===== src/rtl/dm23_pkg.sv =====
package dm23_pkg;
  // Phase of a single 2/3 cell within its own output period.
  typedef enum logic [1:0] {
    PH_IDLE  = 2'd0,  // first input period of the cell
    PH_TOP   = 2'd1,  // second input period; the stretch decision is taken here
    PH_EXTRA = 2'd2   // stretched third input period
  } ph_t;
endpackage


===== src/rtl/dm23_cell.sv =====
module dm23_cell
  import dm23_pkg::*;
(
  input  logic clk,
  input  logic rst_n,
  input  logic hold,     // cell is outside the active chain
  input  logic step,     // one input period of this cell has elapsed
  input  logic swallow,  // program bit AND incoming modulus
  output logic is_top,
  output logic is_extra
);
  ph_t ph;

  always_ff @(posedge clk) begin
    if (!rst_n || hold) begin
      ph <= PH_IDLE;
    end else if (step) begin
      case (ph)
        PH_IDLE: ph <= PH_TOP;
        PH_TOP:  ph <= swallow ? PH_EXTRA : PH_IDLE;
        default: ph <= PH_IDLE;
      endcase
    end
  end

  assign is_top   = (ph == PH_TOP);
  assign is_extra = (ph == PH_EXTRA);
endmodule


===== src/rtl/dm23_chain.sv =====
module dm23_chain #(
  parameter int N  = 10,
  parameter int AW = 4
) (
  input  logic [N-1:0]  is_top,
  input  logic [N-1:0]  is_extra,
  input  logic [N-1:0]  prog,
  input  logic [AW-1:0] act,
  output logic [N-1:0]  step,
  output logic [N-1:0]  swallow,
  output logic [N-1:0]  hold,
  output logic          wrap
);
  logic [N-1:0] fin;  // cell sits in the last input period of its own cycle

  // Modulus ripple: travels from the last active cell towards cell 0.
  always_comb begin
    logic m;
    m = 1'b1;
    for (int i = N - 1; i >= 0; i--) begin
      if (i >= int'(act) - 1) m = 1'b1;
      swallow[i] = prog[i] & m;
      fin[i]     = is_extra[i] | (is_top[i] & ~(prog[i] & m));
      m          = m & fin[i];
    end
  end

  // Enable ripple: travels from cell 0 upwards; wrap marks the period end.
  always_comb begin
    logic e;
    e    = 1'b1;
    wrap = 1'b0;
    for (int i = 0; i < N; i++) begin
      hold[i] = (i >= int'(act));
      step[i] = e & ~hold[i];
      if (i == int'(act) - 1) wrap = e & fin[i];
      e = e & fin[i];
    end
  end
endmodule


===== src/rtl/dm23_cfg.sv =====
module dm23_cfg #(
  parameter int N_SHORT = 8,
  parameter int N_LONG  = 10,
  parameter int AW      = 4
) (
  input  logic              clk,
  input  logic              rst_n,
  input  logic              wrap,
  input  logic              long_in,
  input  logic [N_LONG-1:0] prog_in,
  output logic              long_q,
  output logic [N_LONG-1:0] prog_q,
  output logic [AW-1:0]     act
);
  // Shadow copy: follows the pins during reset and at each period boundary.
  always_ff @(posedge clk) begin
    if (!rst_n || wrap) begin
      long_q <= long_in;
      prog_q <= prog_in;
    end
  end

  assign act = long_q ? AW'(N_LONG) : AW'(N_SHORT);
endmodule


===== src/rtl/dm23_divider.sv =====
module dm23_divider #(
  parameter int N_SHORT = 8,
  parameter int N_LONG  = 10
) (
  input  logic              clk,
  input  logic              rst_n,
  input  logic              long_sel,
  input  logic [N_LONG-1:0] prog,
  output logic              div_out
);
  localparam int AW = $clog2(N_LONG + 1);

  logic              long_q;
  logic [N_LONG-1:0] prog_q;
  logic [AW-1:0]     act;
  logic [N_LONG-1:0] is_top, is_extra, step, swallow, hold, busy;
  logic              wrap_w;

  dm23_cfg #(.N_SHORT(N_SHORT), .N_LONG(N_LONG), .AW(AW)) u_cfg (
    .clk(clk), .rst_n(rst_n), .wrap(wrap_w),
    .long_in(long_sel), .prog_in(prog),
    .long_q(long_q), .prog_q(prog_q), .act(act)
  );

  dm23_chain #(.N(N_LONG), .AW(AW)) u_chain (
    .is_top(is_top), .is_extra(is_extra), .prog(prog_q), .act(act),
    .step(step), .swallow(swallow), .hold(hold), .wrap(wrap_w)
  );

  for (genvar g = 0; g < N_LONG; g++) begin : g_cell
    dm23_cell u_cell (
      .clk(clk), .rst_n(rst_n), .hold(hold[g]), .step(step[g]),
      .swallow(swallow[g]), .is_top(is_top[g]), .is_extra(is_extra[g])
    );
  end

  assign busy = is_top | is_extra;

  always_ff @(posedge clk) begin
    if (!rst_n) div_out <= 1'b0;
    else        div_out <= wrap_w;
  end
endmodule


===== config.mk =====
export PLATFORM = sky130hd
export DESIGN_NAME = dm23_divider
export DESIGN_NICKNAME = d
export VERILOG_FILES = /design/src/rtl/dm23_pkg.sv /design/src/rtl/dm23_cell.sv /design/src/rtl/dm23_chain.sv /design/src/rtl/dm23_cfg.sv /design/src/rtl/dm23_divider.sv
export SDC_FILE = /design/constraint.sdc
export NUM_CORES = 1
export LEC_CHECK = 0
export CELL_PAD_IN_SITES_DETAIL_PLACEMENT = 1
export CELL_PAD_IN_SITES_GLOBAL_PLACEMENT = 2
export CORE_MARGIN = 2
export CORE_UTILIZATION = 35
export CTS_BUF_LIST = sky130_fd_sc_hd__clkbuf_8 sky130_fd_sc_hd__clkbuf_16
export DETAILED_ROUTE_END_ITERATION = 10
export PLACE_DENSITY = 0.86
export SYNTH_ARGS = -nofsm -noshare
export SYNTH_HDL_FRONTEND = slang
export SYNTH_SLANG_ARGS = --single-unit

===== constraint.sdc =====
create_clock -name clk -period 3.8 [get_ports clk]
set_input_delay 0.76 -clock clk [delete_from_list [all_inputs] [get_ports clk]]
set_output_delay 0.76 -clock clk [all_outputs]
set_load 0.02 [all_outputs]

==> run summary <==
======================================================================================================
Result of the run ....................................................................... finished clean
Post-DR wirelength/cell .................................................................     16.00 um
Post-synthesis compound-gate area fraction ..............................................       0.1569
Post-route minimum period ...............................................................     2.969 ns
Clk root buf ............................................................................     clkbuf_8
Setup tns final .........................................................................         0 ns
Type of the worst min-delay path ........................................................ flop to flop
Final Skew ..............................................................................  0.003599 ns
CP bufs+invs ............................................................................            0
Worst vdd rail ir drop ..................................................................     137.7 uV
Share of the clock period used by the worst path ........................................       0.7812
Multiplexer share of the synthesized area ...............................................      0.05810
WL final ................................................................................     4.241 mm
Async set-reset flop share out of synthesis .............................................            0
Most used cell along the critical path ..................................................      nand2_1
Number of I/O pins ......................................................................           14
Number of register bits inferred by synthesis ...........................................           32
Number of distinct library cells after synthesis ........................................           45
Xor and xnor fraction of the mapped netlist area ........................................      0.01017
Net Switching ...........................................................................     146.7 uW
Reg2reg path depth ......................................................................            7
Slowest stage cell on the critical path .................................................       or3b_2
Global placement routability congestion .................................................       0.8170
Post-detailed-placement half-perimeter wirelength .......................................     3.207 mm
Maximum fanout count along the critical path ............................................           11
Synth-to-layout area growth .............................................................       14.96%
Number of iterations in the first detailed-routing pass .................................            4
Static Leak ............................................................................. 0.0006262 uW
Sequential share of power ...............................................................        0.570
Number of buffers added for setup after CTS .............................................            0
Critical-path cell list ................................................................. or3b_2 > a22oi_1 > and4_4 > a41o_1 > nor3_1 > nand2_1 > nand2_1
Number of DRC violations after detailed routing .........................................            0
Data required time at the worst endpoint ................................................      3.70 ns
Ys Warns ................................................................................            0
Total clock buffers created by CTS ......................................................            5
Vias ....................................................................................         1418
Mean instance size in the synthesized netlist ...........................................   9.415 um^2
Clock transition at the register clock pins on the worst setup and hold paths after CTS .      0.06 ns
Portion of total power attributed to the clock network ..................................        0.365
Combinational family with the most area after synthesis ................................. simple AND/OR/NAND/NOR gates
Highest attainable clock frequency ......................................................   0.3369 GHz
Critical path class ..................................................................... flop to flop
Die Span Y ..............................................................................     74.16 um
Area fraction in and, or, nand and nor cells after synthesis ............................       0.3108
Clock tree from TritonCTS ...............................................................          yes
Final setup fails .......................................................................            0
Global-route usage over all layers ......................................................       0.1725
Family of cells with the greatest summed delay on the critical path ..................... simple AND/OR/NAND/NOR gates
Power density over the cells ............................................................ 329.1 nW/um^2
FF-to-FF Start .......................................................................... u_cfg.prog_q[6]
Sink count of the clock tree ............................................................           32
CORE AREA ...............................................................................    4723 um^2
Overall die area ........................................................................    5500 um^2
Gate count after technology mapping .....................................................          183
Number of antenna violations at the first check in global routing .......................            0
Hold Path Depth .........................................................................            2
Effective utilization at floorplan ......................................................       0.3648
Internal power consumption ..............................................................     505.0 uW
Net switching fraction of the power .....................................................       0.2252
Hold Fails Final Rpt ....................................................................            0
Launch instance of the worst min-delay path ............................................. g_cell[9].u_cell.ph[0]
Cell area after technology mapping ......................................................    1723 um^2
Stage delay of the slowest cell on the critical path ....................................      0.49 ns
Synthesized Nets ........................................................................          196
Count of input and output buffers .......................................................           13
Number of flops mapped to enable cells by yosys .........................................           11
CTS resizes .............................................................................            0
Pin count of the biggest net entering global routing ....................................           16
Slew @ Worst Pin ........................................................................    0.7342 ns
Gate power share ........................................................................        0.065
WHS Endpoint ............................................................................ g_cell[9].u_cell.ph[0]
H-tree lvl count ........................................................................            2
Data arrival time at the worst-slack endpoint ...........................................      2.87 ns
Sequential fraction of the synthesis area ...............................................       0.4357
End of the worst register-to-register path .............................................. u_cfg.prog_q[6]
Most frequently used flop master after synthesis ........................................      dfxtp_1
Normalized max-slew margin ..............................................................       0.5060
Share of synthesized cell area in full adder, half adder and majority cells .............            0
Max-capacitance violation count .........................................................            0
Power consumption .......................................................................     651.8 uW
Vias per Instance .......................................................................        5.351
Final count of pins violating max slew ..................................................            0
Post-layout net count ...................................................................          211
Global-route wire length before repair ..................................................     7.203 mm
Type of element capturing the critical path .............................................         flop
Most frequent cells in the layout ....................................................... nand2_1 (21), dfxtp_1 (21), nor2_1 (16)
Critical Path Source Type ...............................................................         flop
Std cell rows ...........................................................................           25
Total of fill cells in the finished design ..............................................          545
Residual antenna-violating net count after detailed routing .............................            0
RSZ-0062 raised after global routing ....................................................        false
Share of cells above drive strength 1 ...................................................       0.1010
Vias in the first global route ..........................................................         1519
WHS .....................................................................................    0.4977 ns
Total global routing overflow ...........................................................            0
Diode count .............................................................................            0
Overall die width .......................................................................     74.16 um
Number of buffers on the longest clock path .............................................            2
Slack of the worst reg-to-reg path ......................................................      0.83 ns
Later-pin clock latency in the skew report ..............................................      0.28 ns
Starting DRC count in detailed routing ..................................................           70
# hold bufs at CTS ......................................................................            0
======================================================================================================
-- how the worst max path moves through the flow --
| stage | startpoint | to | slack [ns] | cells past startpoint |
|---|---|---|---|---|
| final | u_cfg.prog_q[6] | u_cfg.prog_q[6] | 0.83 | 7 |
| after global routing | u_cfg.prog_q[6] | u_cfg.prog_q[0] | 0.56 | 7 |
| after CTS | u_cfg.prog_q[6] | u_cfg.prog_q[6] | 0.82 | 7 |
| after detailed placement | u_cfg.prog_q[6] | u_cfg.prog_q[8] | 0.84 | 7 |
| after global placement | u_cfg.prog_q[6] | u_cfg.prog_q[8] | 0.92 | 7 |
| after floorplan | u_cfg.prog_q[6] | u_cfg.long_q | 1.17 | 8 |
-- state kept, by name (all words and copies together), names as in the netlist --
register and cells:
u_cfg.prog_q 10, div_out 1, g_cell.u_cell.ph 20, u_cfg.long_q 1
-- cell type report --
cell class                 count  area [um^2]  area share
multi-input combinational    142        923.4      0.4662
sequential                    32        750.7      0.3790
timing repair buffer          13        130.1     0.06570
tap                           67        83.83     0.04232
clock buffer                   5        68.82     0.03474
inverter                       4        15.01    0.007581
clock inverter                 2        8.758    0.004422
-- routing by layer --
metal / up-vias / global-route usage / part of all wire
li1: 698 / - / -
met3: 5 / 0.03252 / 0.030
met4: 0 / 0.05657 / 0.011
met5: - / 0 / 0
met1: 695 / 0.2246 / 0.47
met2: 20 / 0.2887 / 0.49
-- cells in the mapped netlist (2+ instances only) --
| library cell | n | share of area |
|---|---|---|
| clkbuf_1 | 3 | 0.0065 |
| nand2b_1 | 14 | 0.051 |
| nand3_1 | 6 | 0.017 |
| a21boi_0 | 2 | 0.0087 |
| buf_6 | 2 | 0.013 |
| and3_1 | 3 | 0.011 |
| or3_4 | 2 | 0.013 |
| nor4_1 | 3 | 0.011 |
| or3_1 | 5 | 0.018 |
| dfxtp_1 | 21 | 0.24 |
| a41oi_1 | 2 | 0.010 |
| xnor2_1 | 2 | 0.010 |
| edfxtp_1 | 11 | 0.19 |
| nand4_1 | 2 | 0.0073 |
| a41o_1 | 2 | 0.012 |
| or4_1 | 2 | 0.0087 |
| a21oi_1 | 10 | 0.029 |
| inv_1 | 4 | 0.0087 |
| nor2b_1 | 4 | 0.015 |
| or3b_2 | 4 | 0.020 |
| mux2i_1 | 10 | 0.058 |
| nor3_1 | 3 | 0.0087 |
| o21ai_0 | 8 | 0.023 |
| nor2_1 | 16 | 0.035 |
| and2_1 | 2 | 0.0073 |
| nand2_1 | 21 | 0.046 |
-- stage by stage --
| stage | instances | area, um^2 | utilization | setup slack (ns) |
|---|---|---|---|---|
| 3_3_place_gp | 258 | 1903 | 0.4029 | 0.9206 |
| 2_1_floorplan | 183 | 1723 | - | 1.173 |
| 6_report | 265 | 1981 | 0.4193 | 0.8314 |
| 3_5_place_dp | 258 | 1903 | 0.4029 | 0.8427 |
| 5_1_grt | 265 | 1981 | 0.4193 | 0.5593 |
| 4_1_cts | 265 | 1981 | 0.4193 | 0.8246 |
-- power groups by stage --
stage / sequential, uW / clock, uW / combinational, uW
after floorplan: 376 / 0 / 22.9
after global placement: 377 / 0 / 41.1
after detailed placement: 379 / 0 / 42.3
after CTS: 371 / 246 / 42.8
after global routing: 372 / 265 / 46.9
final: 371 / 238 / 42.5
-- tightest hold or removal path: cells and delay by family, from the launching register on --
family	cells	cell delay (ns)
flip-flops	1	0.33
AND/OR/NAND/NOR	1	0.06
multiplexers	1	0.05
-- logic make-up after synthesis --
family / Yosys count
simple gates: 95
compound gates: 35
flops: 32
mux: 10
buf+inv: 9
xor+xnor: 2
Power figures use the tool's default switching activity.
